--- src/rtl/pr4_vit_pkg.sv ---
package pr4_vit_pkg;

    typedef enum logic {
        ST_FILL   = 1'b0,
        ST_STREAM = 1'b1
    } ctl_state_t;

    // Ideal noiseless dicode output for a branch leaving state s with new bit b
    function automatic int ideal_out(input int s, input int b, input int level);
        return (b - s) * level;
    endfunction

endpackage

--- src/rtl/pr4_bmu.sv ---
module pr4_bmu #(
    parameter int SW    = 8,
    parameter int MW    = 12,
    parameter int LEVEL = 24
) (
    input  logic signed [SW-1:0]      sample,
    output logic        [3:0][MW-1:0] bm      // index {from_state, new_bit}
);
    import pr4_vit_pkg::*;

    localparam int DW = SW + 2;
    localparam int QW = 2 * DW;
    localparam logic [QW-1:0] SAT = QW'((64'd1 << MW) - 64'd1);

    logic signed [DW-1:0] samp_x;
    assign samp_x = DW'(sample);

    for (genvar k = 0; k < 4; k++) begin : g_branch
        localparam int REF = ideal_out(k >> 1, k & 1, LEVEL);
        logic signed [DW-1:0] diff;
        logic signed [QW-1:0] sq;
        logic        [QW-1:0] sq_u;
        always_comb begin
            diff = samp_x - DW'(REF);
            sq   = QW'(diff) * QW'(diff);
            sq_u = sq;
            bm[k] = (sq_u > SAT) ? SAT[MW-1:0] : sq_u[MW-1:0];
        end
    end

endmodule

--- src/rtl/pr4_dicode_lane.sv ---
module pr4_dicode_lane #(
    parameter int SW    = 8,
    parameter int MW    = 12,
    parameter int DEPTH = 8,
    parameter int LEVEL = 24
) (
    input  logic                 clk,
    input  logic                 rst,
    input  logic                 step,
    input  logic signed [SW-1:0] sample,
    output logic                 oldest
);
    localparam int AW = MW + 1;

    logic [3:0][MW-1:0] bm;
    logic [MW-1:0]      pm0, pm1;
    logic [DEPTH-1:0]   sv0, sv1;
    logic [AW-1:0]      c00, c10, c01, c11, n0, n1, nmin, d0, d1;
    logic               from1_to0, from1_to1;
    logic [DEPTH-1:0]   keep0, keep1;

    pr4_bmu #(.SW(SW), .MW(MW), .LEVEL(LEVEL)) u_bmu (
        .sample (sample),
        .bm     (bm)
    );

    // Add-compare-select; ties keep the path from state 0
    always_comb begin
        c00 = {1'b0, pm0} + {1'b0, bm[0]};
        c10 = {1'b0, pm1} + {1'b0, bm[2]};
        c01 = {1'b0, pm0} + {1'b0, bm[1]};
        c11 = {1'b0, pm1} + {1'b0, bm[3]};
        from1_to0 = (c10 < c00);
        from1_to1 = (c11 < c01);
        n0   = from1_to0 ? c10 : c00;
        n1   = from1_to1 ? c11 : c01;
        nmin = (n1 < n0) ? n1 : n0;
        d0   = n0 - nmin;
        d1   = n1 - nmin;
        keep0 = from1_to0 ? sv1 : sv0;
        keep1 = from1_to1 ? sv1 : sv0;
        oldest = (pm1 < pm0) ? sv1[DEPTH-1] : sv0[DEPTH-1];
    end

    always_ff @(posedge clk) begin
        if (rst) begin
            pm0 <= '0;
            pm1 <= '0;
            sv0 <= '0;
            sv1 <= '0;
        end else if (step) begin
            pm0 <= d0[MW-1:0];
            pm1 <= d1[MW-1:0];
            sv0 <= {keep0[DEPTH-2:0], 1'b0};
            sv1 <= {keep1[DEPTH-2:0], 1'b1};
        end
    end

    assert_metric_floor_R7: assert property (@(posedge clk) disable iff (rst)
        step |=> (pm0 == '0 || pm1 == '0));

    assert_no_overflow_R7: assert property (@(posedge clk) disable iff (rst)
        step |-> (d0[MW] == 1'b0 && d1[MW] == 1'b0));

    assert_idle_hold_R6: assert property (@(posedge clk) disable iff (rst)
        !step |=> ($stable(pm0) && $stable(pm1) && $stable(sv0) && $stable(sv1)));

endmodule

--- src/rtl/pr4_ilv_viterbi.sv ---
module pr4_ilv_viterbi #(
    parameter int SW    = 8,
    parameter int MW    = 12,
    parameter int DEPTH = 8,
    parameter int LEVEL = 24
) (
    input  logic                 clk,
    input  logic                 rst,
    input  logic                 in_valid,
    input  logic signed [SW-1:0] in_sample,
    output logic                 out_valid,
    output logic                 out_bit
);
    import pr4_vit_pkg::*;

    localparam int FILL_N = 2 * DEPTH;
    localparam int CW     = $clog2(FILL_N + 1);

    ctl_state_t    state, state_nx;
    logic [CW-1:0] fill_cnt;
    logic          lane_sel;
    logic [1:0]    lane_step;
    logic [1:0]    lane_old;

    for (genvar g = 0; g < 2; g++) begin : g_lane
        assign lane_step[g] = in_valid && (lane_sel == 1'(g));
        pr4_dicode_lane #(.SW(SW), .MW(MW), .DEPTH(DEPTH), .LEVEL(LEVEL)) u_lane (
            .clk    (clk),
            .rst    (rst),
            .step   (lane_step[g]),
            .sample (in_sample),
            .oldest (lane_old[g])
        );
    end

    // Next-state logic
    always_comb begin
        state_nx = state;
        unique case (state)
            ST_FILL:   if (in_valid && fill_cnt == CW'(FILL_N - 1)) state_nx = ST_STREAM;
            ST_STREAM: state_nx = ST_STREAM;
        endcase
    end

    // State register
    always_ff @(posedge clk) begin
        if (rst) begin
            state    <= ST_FILL;
            fill_cnt <= '0;
            lane_sel <= 1'b0;
        end else begin
            state <= state_nx;
            if (in_valid) begin
                lane_sel <= ~lane_sel;
                if (state == ST_FILL) fill_cnt <= fill_cnt + 1'b1;
            end
        end
    end

    // Outputs: the switch follows the lane fed by this sample
    always_ff @(posedge clk) begin
        if (rst) begin
            out_valid <= 1'b0;
            out_bit   <= 1'b0;
        end else begin
            out_valid <= in_valid && (state == ST_STREAM);
            if (in_valid) out_bit <= lane_old[lane_sel];
        end
    end

    assert_one_lane_R2: assert property (@(posedge clk) disable iff (rst)
        in_valid |-> $countones(lane_step) == 1);

    assert_alternate_R2: assert property (@(posedge clk) disable iff (rst)
        (in_valid && lane_step[0]) |=> (in_valid -> lane_step[1]));

    assert_valid_source_R3: assert property (@(posedge clk) disable iff (rst)
        out_valid |-> $past(in_valid) && $past(state == ST_STREAM));

    assert_idle_quiet_R6: assert property (@(posedge clk) disable iff (rst)
        !in_valid |=> !out_valid);

endmodule

--- config.mk ---
export PLATFORM = sky130hd
export DESIGN_NAME = pr4_ilv_viterbi
export DESIGN_NICKNAME = d
export VERILOG_FILES = /design/src/rtl/pr4_vit_pkg.sv /design/src/rtl/pr4_bmu.sv /design/src/rtl/pr4_dicode_lane.sv /design/src/rtl/pr4_ilv_viterbi.sv
export SDC_FILE = /design/constraint.sdc
export NUM_CORES = 1
export LEC_CHECK = 0
export BUFFER_PORTS_ARGS = -buffer_cell sky130_fd_sc_hd__buf_2
export CAP_MARGIN = 5
export CORE_MARGIN = 10
export CORE_UTILIZATION = 40
export CTS_BUF_LIST = sky130_fd_sc_hd__clkbuf_8 sky130_fd_sc_hd__clkbuf_16
export DETAILED_ROUTE_END_ITERATION = 10
export GPL_TIMING_DRIVEN = 0
export PLACE_DENSITY = 0.54
export SETUP_SLACK_MARGIN = 0.02
export SLEW_MARGIN = 20
export SYNTH_ARGS = -nofsm -noshare
export SYNTH_HDL_FRONTEND = slang
export SYNTH_HIERARCHICAL = 1
export SYNTH_SLANG_ARGS = --single-unit
--- constraint.sdc ---
create_clock -name clk -period 14.8 [get_ports clk]
set_input_delay 1.48 -clock clk [delete_from_list [all_inputs] [get_ports clk]]
set_output_delay 1.48 -clock clk [all_outputs]
set_load 0.005 [all_outputs]
# --- After elaboration in Yosys (flattened, before gate mapping) ---
# Cells that the tools add are included.
word_totals:
  out_inout_bits: 2
  in_bits: 11
  reg_bits: 87
classes:
  n_bitwise: 2
  magnitude_cmp: 12
  muxes: 19
  n_eq_ne: 1
  multipliers: 3
  addsub: 15
  n_reduce_logical: 5
op_table:
  columns: ["op", "count"]
  rows:
  - ["$add 12x12->13", 8]
  - ["$lt 13x13->1", 6]
  - ["$gt 20x12->1 const B", 3]
  - ["$mux 12", 5]
  - ["$mux 13", 4]
  - ["$sub 12x12->12", 4]
  - ["$mul 9x9->18", 2]
  - ["$mux 7", 4]
  - ["$lt 12x12->1", 2]
  - ["$sub 8x6->9 const B", 2]
  - ["$mul 8x8->16", 1]
  - ["$add 5x1->5 const B", 1]
  - ["$eq 5x4->1 const B", 1]
  - ["$mux 1", 5]
  - ["$logic_and 1x1->1", 4]
  - ["$lt 1x2->1 const B", 1]
  - ["$not 1->1", 2]
  - ["$pmux 1 s2", 1]
  - ["$reduce_and 2->1", 1]

# --- Longest topological paths before layout ---
depth:
  ltp_word: 10
  depth_mapped: 69

# --- Cells and area by module ---
# The synthesis kept the hierarchy.
by_module_without_submodules:
  columns: ["module", "n_inst", "cells_per_inst", "seq_area_each_um2", "area_each_um2"]
  rows:
  - ["pr4_bmu at g_lane[1].u_lane.u_bmu", 1, 963, 0.0, 8209.1]
  - ["pr4_bmu at g_lane[0].u_lane.u_bmu", 1, 942, 0.0, 8141.6]
  - ["pr4_dicode_lane at g_lane[0].u_lane", 1, 813, 780.7, 6362.4]
  - ["pr4_dicode_lane at g_lane[1].u_lane", 1, 782, 780.7, 6063.3]
  - ["pr4_ilv_viterbi", 1, 40, 180.2, 394.1]

# --- Worst setup path before layout ---
# No wires, ideal clock.
synth_timing:
  path_kind: "in2reg"
  startpoint: "input port in_sample[3]"
  endpoint: "register g_lane[0].u_lane.pm1[10]"
  path_stages: 62
  slack_ns: -0.264
  t_arrival_ns: 14.945
  cell_sequence: "clkbuf_1 clkinv_1 ha_1 clkbuf_1 clkinv_1 nor2_1 inv_1 fa_1 inv_1 fa_1 inv_1 fa_1 fa_1 inv_1 ha_1 ha_1 a2111oi_0 a21oi_2 (+26 left out) nand2b_1 a21o_1 a31oi_1 o31a_1 buf_2 nand2_1 clkbuf_1 clkbuf_1 a21oi_1 ha_1 inv_1 ha_1 or3_1 o32a_1 o31ai_1 o21ai_1 xnor2_1 o21ai_1"
synth_rtl:
  columns: ["item", "line_no", "rtl"]
  rows:
  - ["from (decl)", "pr4_ilv_viterbi.sv:10", "input logic signed [SW-1:0] in_sample,"]
  - ["to (signal assigned)", "pr4_dicode_lane.sv:53", "pm1 <= d1[MW-1:0];"]
  - ["to (decl)", "pr4_dicode_lane.sv:16", "logic [MW-1:0] pm0, pm1;"]

==> impl_metrics.py <==
metrics = {
    "status": {
        "status": "finished, final reports clean",
    },
    "drt": {
        "drc_errors": 0,
        "route.antenna.remaining_nets": 0,
        "wl_per_cell_um": 17.16,
        "first_pass_iters": 5,
        "vias": 24070,
        "routed_wl_um": 78950,
        "dr.first_iter.drc_count": 1186,
        "viasPerCell": 5.233,
    },
    "synthesis": {
        "ys_types": 126,
        "synth_edf_count": 0,
        "syn_nets": 4309,
        "async_flop_share_pct": 0,
        "syn_area_um2": 29170,
        "synthFlopType": "dfxtp_1",
        "avgSynthCellArea_um2": 8.240,
        "yosysSeqAreaShare_pct": 5.971,
        "netlist_instances": 3540,
        "synth-seq-cells": 87,
        "yosys_warnings": 6,
    },
    "timing": {
        "relSlewSlack_pct": 41.76,
        "finalClockSkew_ns": 0.007345,
        "setup_violations": 0,
        "hold_slack_ns": 0.4675,
        "hold_violations": 0,
        "worst_pin_slew_ns": 0.8684,
        "period_share_pct": 96.56,
        "fmax_mhz": 69.97,
        "timing.final.crit_period_ns": 14.29,
        "slew_viol_final": 0,
        "rsz0062_at_grt": "true",
    },
    "worst_setup_path": {
        "r2r_slack_ns": 6.44,
        "max_stage_delay_ns": 0.63,
        "worstPathArrival_ns": 14.51,
        "cp-end-kind": "flip-flop",
        "crit_fanout": 10,
        "crit_required_ns": 15.02,
        "worst_path_max_delay_cell": "fa_1",
        "crit_path_start_kind": "primary input",
        "crit_type": "primary input to flip-flop",
        "path_common_cell": "fa_1",
    },
    "floorplan": {
        "io_pins": 13,
        "dieHeight_um": 290.1,
        "start_util_pct": 40.60,
        "fp.dieW_um": 290.1,
        "core_um2": 71850,
        "rows": 98,
        "dieArea_um2": 84130,
    },
    "cts": {
        "root_buffer": "clkbuf_16",
        "clock_latency_ns": 0.36,
        "clkTransAtPathRegs_ns": 0.07,
        "cts_tree": "yes",
        "cts_max_level": 3,
        "numCtsBuffers": 9,
        "clockBufferDepth": 2,
        "ctsHoldBuffers": 0,
        "cts_num_sinks": 87,
    },
    "flow_run": {
        "max_cap_violations": 0,
    },
    "cells_and_area": {
        "nFillCells": 7201,
        "fin_cells": 4600,
        "drive_gt1_share_pct": 14.05,
        "antenna_cells": 0,
        "area_delta_synth_final_pct": 13.19,
        "fin_util_pct": 45.95,
        "multi_input_area_um2": 25680,
        "num-nets-final": 4414,
        "ff_latch_area_um2": 1742,
    },
    "global_routing": {
        "first_global_vias": 24240,
        "grt_pass1_wl_um": 127800,
        "grt_max_degree": 17,
        "antenna_found_initial": 2,
        "grtUsageTotal_pct": 18.36,
        "overflow": 0,
    },
    "placement": {
        "port_buffers": 11,
        "hpwl_um": 64980,
        "placed_cells": 4501,
        "place_congestion": 0.8991,
    },
    "worst_hold_path": {
        "hp-class": "flip-flop to flip-flop",
    },
}
==> registers in the layout, indices dropped and copies added (netlist names) <==
| register | flops |
|---|---|
| g_lane.u_lane/pm0 | 24 |
| g_lane.u_lane/pm1 | 24 |
| g_lane.u_lane/sv1 | 16 |
| g_lane.u_lane/sv0 | 14 |
| fill_cnt | 5 |
| lane_sel | 1 |
| out_bit | 1 |
| out_valid | 1 |
| state | 1 |
==> logic make-up (layout without fill, tap and decap cells) <==
kind of cell / Yosys count / after routing / synth area share, %
DFF: 87 / 87 / 5.971
xor gates and xnor gates: 205 / 205 / 6.155
adders and majority gates: 770 / 770 / 41.70
buffers and inverters: 756 / 866 / 10.33
and+or+nand+nor: 903 / 903 / 15.13
muxes: 106 / 106 / 3.852
AOI/OAI and AO/OA: 713 / 713 / 16.86
==> worst max-delay path: cells and delay by family <==
kind                     cells  cell delay (ns)
adder cells (fa/ha/maj)     13             4.87
AO/OA/AOI/OAI               19             3.87
buffers and inverters       10             1.86
AND/OR/NAND/NOR              6             1.20
multiplexers                 3             0.75
XOR/XNOR                     1             0.45
==> synthesized netlist by cell type (62+ instances only) <==
cell type    n  share of area (%)
inv_1      634                8.2
ha_1       418                 18
fa_1       340                 23
nor2_1     277                3.6
nand2_1    243                3.1
a21oi_1    179                3.1
xnor2_1    128                3.8
o21ai_0    122                2.1
dfxtp_1     87                6.0
mux2i_1     81                2.8
xor2_1      77                2.3
a21o_1      69                1.8
nand3_1     64                1.1
clkbuf_1    63               0.81
a211oi_1    62                1.6
==> per-stage QoR <==
stage | worst slack [ns] | instance area, um2 | setup TNS (ns)
final | 0.5085 | 33020 | 0
after CTS | 0.02088 | 31800 | 0
after global routing | -0.07927 | 33020 | -0.1043
after global placement | -4.237 | 30420 | -163.22
after floorplan | 0.04417 | 29170 | 0
after detailed placement | -4.081 | 30420 | -157.36
==> area by class of cell <==
type	count	area share, %
tap	950	3.600
multi-input combinational	2697	77.76
clock buffer	10	0.7238
clock inverter	6	0.2577
sequential	87	5.275
inverter	641	7.450
timing repair buffer	99	2.391
buffer	110	2.543
==> final timing paths <==
check | from | endpoint | cells past startpoint
max | in_sample[7] | g_lane[1].u_lane/pm1[11]$_SDFFE_PP0P_ | 52
min | state$_SDFF_PP0_ | out_valid$_SDFF_PP0_ | 2
max reg2reg | g_lane[1].u_lane/pm1[0]$_SDFFE_PP0P_ | g_lane[1].u_lane/pm1[11]$_SDFFE_PP0P_ | 36
min reg2reg | state$_SDFF_PP0_ | out_valid$_SDFF_PP0_ | 2
==> metal layers <==
layer | track usage (%) | wire length, um
met1 | 24.63 | 37230
met2 | 32.10 | 38070
met3 | 1.598 | 2595
met4 | 2.838 | 1044
met5 | 0 | 13
==> what timing repair did <==
| action | 4_1_cts | 5_1_grt |
|---|---|---|
| buffers inserted | 43 | 41 |
| pin swaps | 22 | 51 |
| cloned | 0 | 4 |
| setup endpoints to repair | 48 | 37 |
| resized for setup | 190 | 217 |
==> cell usage in the layout, fill, tap and decap left out, types with 27 or more instances in the layout <==
cell | netlist | layout
a211oi_1 | 62 | 58
a21o_1 | 69 | 68
a21oi_1 | 179 | 157
and2_1 | 41 | 41
buf_4 | 27 | 110
clkbuf_1 | 63 | 27
dfxtp_1 | 87 | 87
fa_1 | 340 | 331
ha_1 | 418 | 389
inv_1 | 634 | 617
mux2i_1 | 81 | 70
nand2_1 | 243 | 240
nand2b_1 | 53 | 50
nand3_1 | 64 | 63
nor2_1 | 277 | 257
nor2b_1 | 46 | 46
nor3_1 | 40 | 36
o211ai_1 | 31 | 31
o21a_1 | 32 | 31
o21ai_0 | 122 | 109
xnor2_1 | 128 | 117
xor2_1 | 77 | 63
Power is not shown: default switching activity piles up to over one toggle a cycle in this logic, so the estimate is an artifact.
